File: src/rtl/xu_pkg.sv
package xu_pkg;
    localparam int XLEN     = 32;
    localparam int RIDX_W   = 5;
    localparam int OPC_W    = 6;
    localparam int FN_W     = 6;
    localparam int IMM_W    = 16;
    localparam int SHAMT_W  = $clog2(XLEN);

    // field positions (low bit of each field)
    localparam int OPC_LSB   = XLEN - OPC_W;
    localparam int RS_LSB    = OPC_LSB - RIDX_W;
    localparam int RT_LSB    = RS_LSB - RIDX_W;
    localparam int RD_LSB    = RT_LSB - RIDX_W;
    localparam int SHAMT_LSB = RD_LSB - SHAMT_W;

    localparam logic [OPC_W-1:0] OPC_REG  = 6'd0;
    localparam logic [OPC_W-1:0] OPC_ADDI = 6'd8;
    localparam logic [OPC_W-1:0] OPC_ANDI = 6'd12;
    localparam logic [OPC_W-1:0] OPC_ORI  = 6'd13;

    localparam logic [FN_W-1:0] FN_SLL = 6'd0;
    localparam logic [FN_W-1:0] FN_SRL = 6'd2;
    localparam logic [FN_W-1:0] FN_ADD = 6'd32;
    localparam logic [FN_W-1:0] FN_SUB = 6'd34;
    localparam logic [FN_W-1:0] FN_AND = 6'd36;
    localparam logic [FN_W-1:0] FN_OR  = 6'd37;
    localparam logic [FN_W-1:0] FN_NOR = 6'd39;

    typedef enum logic [2:0] {
        K_ADD, K_SUB, K_AND, K_OR, K_NOR, K_SLL, K_SRL
    } kind_e;

    typedef struct packed {
        kind_e               kind;
        logic                use_imm;
        logic [XLEN-1:0]     imm;
        logic [RIDX_W-1:0]   dest;
        logic [SHAMT_W-1:0]  shamt;
        logic                legal;
    } dec_t;

    typedef struct packed {
        logic [XLEN-1:0]   result;
        logic [RIDX_W-1:0] dest;
        logic              wr_en;
        logic              illegal;
    } stage_t;
endpackage

File: src/rtl/xu_decode.sv
module xu_decode
    import xu_pkg::*;
(
    input  logic [XLEN-1:0] instr_i,
    output dec_t            dec_o
);
    logic [OPC_W-1:0]   opc;
    logic [RIDX_W-1:0]  rs, rt, rd;
    logic [SHAMT_W-1:0] shamt;
    logic [FN_W-1:0]    fn;
    logic [IMM_W-1:0]   imm16;

    assign opc   = instr_i[OPC_LSB +: OPC_W];
    assign rs    = instr_i[RS_LSB +: RIDX_W];
    assign rt    = instr_i[RT_LSB +: RIDX_W];
    assign rd    = instr_i[RD_LSB +: RIDX_W];
    assign shamt = instr_i[SHAMT_LSB +: SHAMT_W];
    assign fn    = instr_i[FN_W-1:0];
    assign imm16 = instr_i[IMM_W-1:0];

    always_comb begin
        dec_o         = '0;
        dec_o.kind    = K_ADD;
        dec_o.shamt   = shamt;
        unique case (opc)
            OPC_REG: begin
                dec_o.dest  = rd;
                dec_o.legal = 1'b1;
                unique case (fn)
                    FN_ADD: dec_o.kind = K_ADD;
                    FN_SUB: dec_o.kind = K_SUB;
                    FN_AND: dec_o.kind = K_AND;
                    FN_OR:  dec_o.kind = K_OR;
                    FN_NOR: dec_o.kind = K_NOR;
                    FN_SLL: dec_o.kind = K_SLL;
                    FN_SRL: dec_o.kind = K_SRL;
                    default: dec_o.legal = 1'b0;
                endcase
                // shifts take their amount from shamt and have no rs operand;
                // every other register operation must leave shamt at zero
                if (fn == FN_SLL || fn == FN_SRL) begin
                    if (rs != '0) dec_o.legal = 1'b0;
                end else if (shamt != '0) begin
                    dec_o.legal = 1'b0;
                end
            end
            OPC_ADDI: begin
                dec_o.kind    = K_ADD;
                dec_o.use_imm = 1'b1;
                dec_o.imm     = {{(XLEN-IMM_W){imm16[IMM_W-1]}}, imm16};
                dec_o.dest    = rt;
                dec_o.legal   = 1'b1;
            end
            OPC_ANDI: begin
                dec_o.kind    = K_AND;
                dec_o.use_imm = 1'b1;
                dec_o.imm     = {{(XLEN-IMM_W){1'b0}}, imm16};
                dec_o.dest    = rt;
                dec_o.legal   = 1'b1;
            end
            OPC_ORI: begin
                dec_o.kind    = K_OR;
                dec_o.use_imm = 1'b1;
                dec_o.imm     = {{(XLEN-IMM_W){1'b0}}, imm16};
                dec_o.dest    = rt;
                dec_o.legal   = 1'b1;
            end
            default: dec_o.legal = 1'b0;
        endcase
    end
endmodule

File: src/rtl/xu_shift.sv
module xu_shift
    import xu_pkg::*;
(
    input  logic [XLEN-1:0]    din_i,
    input  logic [SHAMT_W-1:0] amt_i,
    input  logic               left_i,
    output logic [XLEN-1:0]    dout_o
);
    // Right-shifting barrel; a left shift mirrors the word on entry and exit.
    logic [XLEN-1:0] stg [SHAMT_W+1];
    logic [XLEN-1:0] din_rev, out_rev;

    always_comb begin
        for (int i = 0; i < XLEN; i++) din_rev[i] = din_i[XLEN-1-i];
    end

    assign stg[0] = left_i ? din_rev : din_i;

    for (genvar s = 0; s < SHAMT_W; s++) begin : g_stage
        assign stg[s+1] = amt_i[s] ? (stg[s] >> (1 << s)) : stg[s];
    end

    always_comb begin
        for (int i = 0; i < XLEN; i++) out_rev[i] = stg[SHAMT_W][XLEN-1-i];
    end

    assign dout_o = left_i ? out_rev : stg[SHAMT_W];
endmodule

File: src/rtl/xu_alu.sv
module xu_alu
    import xu_pkg::*;
(
    input  dec_t            dec_i,
    input  logic [XLEN-1:0] a_i,
    input  logic [XLEN-1:0] b_i,
    output logic [XLEN-1:0] y_o
);
    logic [XLEN-1:0] opnd_b, sh_out;

    assign opnd_b = dec_i.use_imm ? dec_i.imm : b_i;

    xu_shift u_shift (
        .din_i  (b_i),
        .amt_i  (dec_i.shamt),
        .left_i (dec_i.kind == K_SLL),
        .dout_o (sh_out)
    );

    always_comb begin
        unique case (dec_i.kind)
            K_ADD:   y_o = a_i + opnd_b;
            K_SUB:   y_o = a_i - opnd_b;
            K_AND:   y_o = a_i & opnd_b;
            K_OR:    y_o = a_i | opnd_b;
            K_NOR:   y_o = ~(a_i | opnd_b);
            K_SLL,
            K_SRL:   y_o = sh_out;
            default: y_o = '0;
        endcase
    end
endmodule

File: src/rtl/xu_exec_stage.sv
module xu_exec_stage
    import xu_pkg::*;
(
    input  logic              clk,
    input  logic              rst_n,
    input  logic [XLEN-1:0]   instr_i,
    input  logic [XLEN-1:0]   src_a_i,
    input  logic [XLEN-1:0]   src_b_i,
    output logic [XLEN-1:0]   result_o,
    output logic [RIDX_W-1:0] dest_o,
    output logic              wr_en_o,
    output logic              illegal_o
);
    dec_t            dec;
    logic [XLEN-1:0] alu_y;
    stage_t          st_d, st_q;

    xu_decode u_dec (.instr_i(instr_i), .dec_o(dec));
    xu_alu    u_alu (.dec_i(dec), .a_i(src_a_i), .b_i(src_b_i), .y_o(alu_y));

    always_comb begin
        st_d = '0;
        if (dec.legal) begin
            st_d.result = alu_y;
            st_d.dest   = dec.dest;
            st_d.wr_en  = 1'b1;
        end else begin
            st_d.illegal = 1'b1;
        end
    end

    always_ff @(posedge clk or negedge rst_n) begin
        if (!rst_n) st_q <= '0;
        else        st_q <= st_d;
    end

    assign result_o  = st_q.result;
    assign dest_o    = st_q.dest;
    assign wr_en_o   = st_q.wr_en;
    assign illegal_o = st_q.illegal;


    illegal_quiet_chk: assert property (@(posedge clk) disable iff (!rst_n)
        illegal_o |-> (!wr_en_o && result_o == '0 && dest_o == '0));


    nor_disjoint_chk: assert property (@(posedge clk) disable iff (!rst_n)
        (wr_en_o && $past(instr_i[31:26]) == OPC_REG && $past(instr_i[5:0]) == FN_NOR)
        |-> ((result_o & $past(src_a_i)) == '0));


    srl_fill_chk: assert property (@(posedge clk) disable iff (!rst_n)
        (wr_en_o && $past(instr_i[31:26]) == OPC_REG && $past(instr_i[5:0]) == FN_SRL
         && $past(instr_i[10:6]) != '0) |-> !result_o[XLEN-1]);


    ori_upper_chk: assert property (@(posedge clk) disable iff (!rst_n)
        (wr_en_o && $past(instr_i[31:26]) == OPC_ORI)
        |-> (result_o[XLEN-1:IMM_W] == $past(src_a_i[XLEN-1:IMM_W])));


    addi_dest_chk: assert property (@(posedge clk) disable iff (!rst_n)
        (wr_en_o && $past(instr_i[31:26]) == OPC_ADDI) |-> dest_o == $past(instr_i[20:16]));
endmodule

File: config.mk
export PLATFORM = sky130hd
export DESIGN_NAME = xu_exec_stage
export DESIGN_NICKNAME = d
export VERILOG_FILES = /design/src/rtl/xu_pkg.sv /design/src/rtl/xu_decode.sv /design/src/rtl/xu_shift.sv /design/src/rtl/xu_alu.sv /design/src/rtl/xu_exec_stage.sv
export SDC_FILE = /design/constraint.sdc
export NUM_CORES = 1
export LEC_CHECK = 0
export ABC_CLOCK_PERIOD_IN_PS = 800
export BUFFER_PORTS_ARGS = -buffer_cell sky130_fd_sc_hd__buf_2
export CAP_MARGIN = 20
export CORE_UTILIZATION = 30
export CTS_CLUSTER_SIZE = 40
export DETAILED_ROUTE_END_ITERATION = 16
export PLACE_DENSITY_LB_ADDON = 0.05
export SYNTH_ARGS = -nofsm -noshare
export SYNTH_HDL_FRONTEND = slang
export SYNTH_SLANG_ARGS = --single-unit
File: constraint.sdc
create_clock -name clk -period 0.8 [get_ports clk]
set_input_delay 0.16 -clock clk [delete_from_list [all_inputs] [get_ports clk]]
set_output_delay 0.16 -clock clk [all_outputs]
set_load 0.05 [all_outputs]
==> results of run 1 <==
==> layout make-up <==
type                    count  area [um^2]
inverters                  15         68.8
well taps                 330          413
clock inverters             3         43.8
repair buffers            586         4730
clock buffers               5          125
flip-flops and latches     39          976
fillers                  2372        11100
multi-input cells         893         7770
==> logic make-up (layout without fill, tap and decap cells) <==
group           after synthesis  count (layout)
simple gates                363             363
compound gates              316             316
mux                         108             108
buf+inv                      88             609
fa+ha+maj                    53              53
xor+xnor                     53              53
flops                        39              39
==> registers in the layout, indices dropped and copies added (netlist names) <==
register,count
result_o,32
dest_o,5
illegal_o,1
wr_en_o,1
==> path summary, 6_finish.rpt <==
check,endpoint,slack [ns],start
worst min-delay path,dest_o[2],0.21,instr_i[18]
min in group asynchronous,dest_o[4],0.36,rst_n
max in group asynchronous,result_o[4],0.24,rst_n
worst max-delay path,result_o[27],-3.46,instr_i[27]
==> power groups by stage <==
stage                     registers, W  logic [W]  clock network (W)
after floorplan                0.00221    0.00341                  0
after global placement         0.00206    0.00729                  0
after detailed placement       0.00206    0.00728                  0
after CTS                      0.00203    0.00822            0.00237
after global routing           0.00203    0.00949            0.00246
final                          0.00203    0.00894            0.00232
==> cells in the final DEF (no fill, tap or decap), types with 9 or more instances in the layout <==
master / synthesis / final
buf_4: 2 / 382
nand2_1: 134 / 118
buf_2: 4 / 93
buf_6: 3 / 91
nor2_1: 80 / 61
a21oi_1: 88 / 59
mux2i_1: 64 / 57
o21ai_0: 68 / 42
dfrtp_1: 39 / 39
mux4_2: 35 / 35
nor3_1: 34 / 27
ha_1: 34 / 26
a21oi_2: 0 / 21
nand3_1: 21 / 19
a21o_1: 19 / 18
xnor2_1: 30 / 18
maj3_1: 18 / 18
xor2_1: 22 / 15
buf_12: 0 / 14
o21ai_2: 0 / 13
inv_1: 14 / 12
o21ai_1: 2 / 12
a31oi_1: 19 / 11
nor2_2: 1 / 11
xnor2_2: 1 / 11
nand2b_1: 13 / 10
nor2_4: 0 / 9
and3_1: 13 / 9
o22ai_1: 12 / 9
==> through the flow <==
stage	cells	utilization	setup TNS [ns]	power [W]	hold WS, ns
global route	1871	0.560	-112.77	0.0140	0.229
floorplan	1020	-	-98.10	0.00562	-0.136
CTS	1876	0.539	-126.99	0.0126	0.222
detailed placement	1817	0.471	-118.47	0.00934	0.138
finish	1871	0.560	-107.36	0.0133	0.215
global placement	1817	0.471	-118.51	0.00935	0.140
==> repair_timing <==
item | CTS | global route
buffers inserted | 60 | 29
endpoints found under the hold margin | 39 | 0
pin swaps | 113 | 107
cloned | 1 | 1
endpoints found under the setup margin | 78 | 78
hold buffers | 1 | 0
gates resized for setup | 287 | 134
==> critical path: cells and delay by family <==
| kind | cells | cell delay [ns] |
|---|---|---|
| AOI/OAI and AO/OA | 7 | 1.55 |
| xor gates and xnor gates | 1 | 0.15 |
| adders and majority gates | 1 | 0.30 |
| buffers and inverters | 4 | 0.66 |
| and+or+nand+nor | 7 | 1.64 |
==> per-layer routing <==
metal | GRT usage | vias to the layer above | routed length (um)
li1 | - | 4908 | -
met1 | 0.391 | 5071 | 16900
met2 | 0.547 | 351 | 20200
met3 | 0.0316 | 86 | 2160
met4 | 0.121 | 0 | 1620
met5 | 0 | - | 0
==> results.sh, run 1 <==
export IMPL_worstSetupPathType="input port to register"
export IMPL_synth_top_flop_cell="dfrtp_1"
export IMPL_place_congestion=0.918
export IMPL_switching_share=0.404
export IMPL_path_max_fanout=6
export IMPL_switchingPower_w=0.00537
export IMPL_maxSlewViolCount=0
export IMPL_worst_slack_ns=-3.46
export IMPL_grt_remaining_overflow=0
export IMPL_p_per_area_nw_per_um2=941
export IMPL_yosysWarnings=0
export IMPL_synth_simple_area_share=0.225
export IMPL_yosysMostFrequentCell="nand2_1"
export IMPL_via_count=10400
export IMPL_crit_required_ns=1.01
export IMPL_async_flop_share=1.00
export IMPL_violations="setup timing"
export IMPL_cts_tree="yes"
export IMPL_slew_headroom=0.589
export IMPL_pwr_share_seq=0.153
export IMPL_core_um2=25300
export IMPL_drive_gt1_frac=0.550
export IMPL_min_path_cells=3
export IMPL_drt_iter0_drc=818
export IMPL_layout_min_cycle_time_ns=4.26
export IMPL_cap_violations=0
export IMPL_worstHoldPathType="input port to register"
export IMPL_synthMuxAreaShare=0.198
export IMPL_die_y_um=163
export IMPL_synth_top_family_by_area="compound AO/OA/AOI/OAI gates"
export IMPL_p_leak_nw=6.47
export IMPL_cts_buffers=5
export IMPL_internal_power_w=0.00792
export IMPL_yosysTopAreaCell="dfrtp_1"
export IMPL_cp_arrival_ns=4.47
export IMPL_syn_area_per_cell_um2=7.59
export IMPL_wl_per_cell_um=21.8
export IMPL_synth_fa_ha_area_frac=0.0808
export IMPL_yosys_area_share_xor_xnor=0.0610
export IMPL_synth_common_cells="nand2_1 (134), a21oi_1 (88), nor2_1 (80), o21ai_0 (68), mux2i_1 (64)"
export IMPL_critical_path_slowest_cell="or4b_4"
export IMPL_area_growth_pct=82.6
export IMPL_num_antenna_cells=0
export IMPL_synth_cell_types=78
export IMPL_first_global_vias=10500
export IMPL_placed_area_um2=11900
export IMPL_dieArea_um2=26400
export IMPL_synth_seq_area_share=0.126
export IMPL_synth_edff_count=0
export IMPL_hpwl_mm=33.5
export IMPL_startpoint_type="input port"
export IMPL_crit_chain="buf_6 > or4b_4 > buf_6 > o2111ai_1 > o41a_1 > nand2b_4 > nor2_1 > nor2_2 > xnor2_2 > ha_1 > and3_1 > a221oi_1 > buf_4 > o22ai_1 > o21ai_2 > o211ai_1 > buf_4 > or2_4 > or3_1 > a31oi_1"
export IMPL_synth_compound_area_frac=0.262
export IMPL_row_count=58
export IMPL_fmax_ghz=0.235
export IMPL_synth_area_um2=7740
export IMPL_synth_ff_latch_count=39
export IMPL_rsz0062_at_grt="yes"
export IMPL_clock_path_buffers=2
export IMPL_power_frac_comb=0.672
export IMPL_vias_per_cell=5.57
export IMPL_wirelength_mm=40.9
export IMPL_stdcell_area_um2=14100
export IMPL_start_util=0.306
export IMPL_cts_root_buffer="clkbuf_16"
export IMPL_antenna_found_initial=0
export IMPL_ys_top_cells_by_area="dfrtp_1 (13%), mux4_2 (10%), mux2i_1 (8.3%)"
export IMPL_synth_nets=1153
export IMPL_cts_sinks=39
export IMPL_fin_nets=1673
export IMPL_final_period_utilization=5.32
export IMPL_htree_levels=2
export IMPL_ant_nets=0
export IMPL_firstDrtPassIters=5
export IMPL_worst_pin_slew_ns=0.609
export IMPL_groute_usage_overall=0.312
export IMPL_crit_path_max_incr_delay_ns=0.54
export IMPL_die_w_um=163
export IMPL_pre_cts_ws_ns=-3.88
export IMPL_path_clk_slew_ns=0.06
export IMPL_grt_max_degree=43
export IMPL_synthCells=1020
export IMPL_hold_viol_final=0
export IMPL_drc=0
export IMPL_grt_pass1_wl_mm=61.7
export IMPL_status="finished, violations left"
export IMPL_synth_top_area_share=0.126
export IMPL_portBuffers=136
export IMPL_ir_drop_uv=698
export IMPL_p_clk_frac=0.175
export IMPL_setup_viol=78
export IMPL_crit_path_end_kind="register"
export IMPL_io_pins=137
(Power assumes the default switching activity.)
==> run 2, diff against run 1 <==
--- a/config.mk
+++ b/config.mk
@@ -9,9 +9,9 @@
 export BUFFER_PORTS_ARGS = -buffer_cell sky130_fd_sc_hd__buf_2
 export CAP_MARGIN = 20
 export CORE_UTILIZATION = 30
-export CTS_CLUSTER_SIZE = 40
 export DETAILED_ROUTE_END_ITERATION = 16
 export PLACE_DENSITY_LB_ADDON = 0.05
+export RECOVER_POWER = 50
 export SYNTH_ARGS = -nofsm -noshare
 export SYNTH_HDL_FRONTEND = slang
 export SYNTH_SLANG_ARGS = --single-unit
==> results.sh, run 2 (synthesis gave the netlist of run 1 again) <==
export IMPL_path_clk_slew_ns=0.06
export IMPL_path_max_fanout=6
export IMPL_p_per_area_nw_per_um2=941
export IMPL_crit_required_ns=1.01
export IMPL_worst_pin_slew_ns=0.609
export IMPL_wl_per_cell_um=21.8
export IMPL_die_y_um=163
export IMPL_maxSlewViolCount=0
export IMPL_p_leak_nw=6.46
export IMPL_cap_violations=0
export IMPL_final_cell_mix="buf_4 (382), nand2_1 (118), buf_2 (93)"
export IMPL_violations="setup timing"
export IMPL_stdcell_count=1871
export IMPL_place_congestion=0.918
export IMPL_layout_commonest_cell="buf_4"
export IMPL_worstHoldPathType="input port to register"
export IMPL_groute_usage_overall=0.312
export IMPL_status="finished, violations left"
export IMPL_hpwl_mm=33.5
export IMPL_grt_max_degree=43
export IMPL_critPathLaunch="instr_i[27]"
export IMPL_via_count=10400
export IMPL_cts_sinks=39
export IMPL_start_util=0.306
export IMPL_place_inst=1817
export IMPL_pre_cts_ws_ns=-3.88
export IMPL_wirelength_mm=40.9
export IMPL_vias_per_cell=5.57
export IMPL_antenna_found_initial=0
export IMPL_worst_slack_ns=-3.46
export IMPL_htree_levels=2
export IMPL_final_period_utilization=5.32
export IMPL_die_w_um=163
export IMPL_setup_viol=78
export IMPL_firstDrtPassIters=5
export IMPL_crit_chain="buf_6 > or4b_4 > buf_6 > o2111ai_1 > o41a_1 > nand2b_4 > nor2_1 > nor2_2 > xnor2_2 > ha_1 > and3_1 > a221oi_1 > buf_4 > o22ai_1 > o21ai_2 > o211ai_1 > buf_4 > or2_4 > or3_1 > a31oi_1"
export IMPL_cp_arrival_ns=4.47
export IMPL_drt_iter0_drc=818
export IMPL_clock_path_buffers=2
export IMPL_drc=0
export IMPL_worstSetupPathType="input port to register"
export IMPL_ant_nets=0
export IMPL_drive_gt1_frac=0.550
export IMPL_startpoint_type="input port"
export IMPL_critical_path_slowest_cell="or4b_4"
export IMPL_crit_path_max_incr_delay_ns=0.54
export IMPL_row_count=58
export IMPL_grt_pass1_wl_mm=61.7
export IMPL_cts_tree="yes"
export IMPL_fin_nets=1673
export IMPL_cts_buffers=5
export IMPL_dieArea_um2=26400
export IMPL_largest_reg_flops=32
export IMPL_portBuffers=136
export IMPL_layout_min_cycle_time_ns=4.26
export IMPL_rsz0062_at_grt="yes"
export IMPL_num_antenna_cells=0
export IMPL_ir_drop_uv=698
export IMPL_slew_headroom=0.589
export IMPL_area_growth_pct=82.5
export IMPL_cts_root_buffer="clkbuf_16"
export IMPL_grt_remaining_overflow=0
export IMPL_io_pins=137
export IMPL_first_global_vias=10500
export IMPL_utilization=0.559
export IMPL_fmax_ghz=0.235
export IMPL_core_um2=25300
export IMPL_endpoint="result_o[27]"
export IMPL_hold_viol_final=0
export IMPL_crit_path_end_kind="register"
run 2: worst max-delay path: cells and delay by family:
family,cells,cell delay (ns)
XOR/XNOR,1,0.15
adder cells (fa/ha/maj),1,0.30
buffers and inverters,4,0.66
AND/OR/NAND/NOR,7,1.64
AO/OA/AOI/OAI,7,1.55
run 2: layout make-up:
| cell class | instances | area (um^2) |
|---|---|---|
| well taps | 330 | 413 |
| flip-flops and latches | 39 | 976 |
| clock inverters | 3 | 43.8 |
| fillers | 2375 | 11100 |
| clock buffers | 5 | 125 |
| inverters | 15 | 68.8 |
| multi-input cells | 893 | 7770 |
| repair buffers | 586 | 4720 |
run 2: worst min-delay path by stage:
stage,start,to,cells after the start
6_report,instr_i[18],dest_o[2],3
5_1_grt,instr_i[18],dest_o[2],3
4_1_cts,instr_i[18],dest_o[2],3
3_5_place_dp,rst_n,dest_o[4],2
3_3_place_gp,rst_n,dest_o[3],2
2_1_floorplan,rst_n,dest_o[0],0
run 2: timing repair:
| action | in CTS | in global routing |
|---|---|---|
| hold buffers | 1 | 0 |
| setup endpoints to repair | 78 | 78 |
| resized for setup | 287 | 134 |
| pin swaps | 113 | 107 |
| setup buffers | 60 | 29 |
| hold endpoints to repair | 39 | 0 |
| gates cloned | 1 | 1 |
run 2: metrics by stage:
step | hold WS [ns] | power (W) | TNS (ns) | instance area [um^2]
after floorplan | -0.136 | 0.00562 | -98.10 | 8040
after global routing | 0.229 | 0.0140 | -112.77 | 14100
after detailed placement | 0.138 | 0.00934 | -118.47 | 11900
final | 0.215 | 0.0133 | -107.36 | 14100
after CTS | 0.222 | 0.0126 | -126.99 | 13600
after global placement | 0.140 | 0.00935 | -118.51 | 11900
run 2: routing by layer:
| metal | wire length [um] | up-vias | global-route usage |
|---|---|---|---|
| met2 | 20200 | 354 | 0.547 |
| li1 | - | 4908 | - |
| met4 | 1630 | 0 | 0.121 |
| met3 | 2160 | 88 | 0.0316 |
| met5 | 0 | - | 0 |
| met1 | 16900 | 5079 | 0.391 |
run 2: report_power, final:
group | leakage [nW] | internal [W] | switching (W)
registers | 0.537 | 0.00201 | 0.0000179
clock network | 0.0838 | 0.00147 | 0.000853
logic | 5.84 | 0.00443 | 0.00450
total | 6.46 | 0.00791 | 0.00537
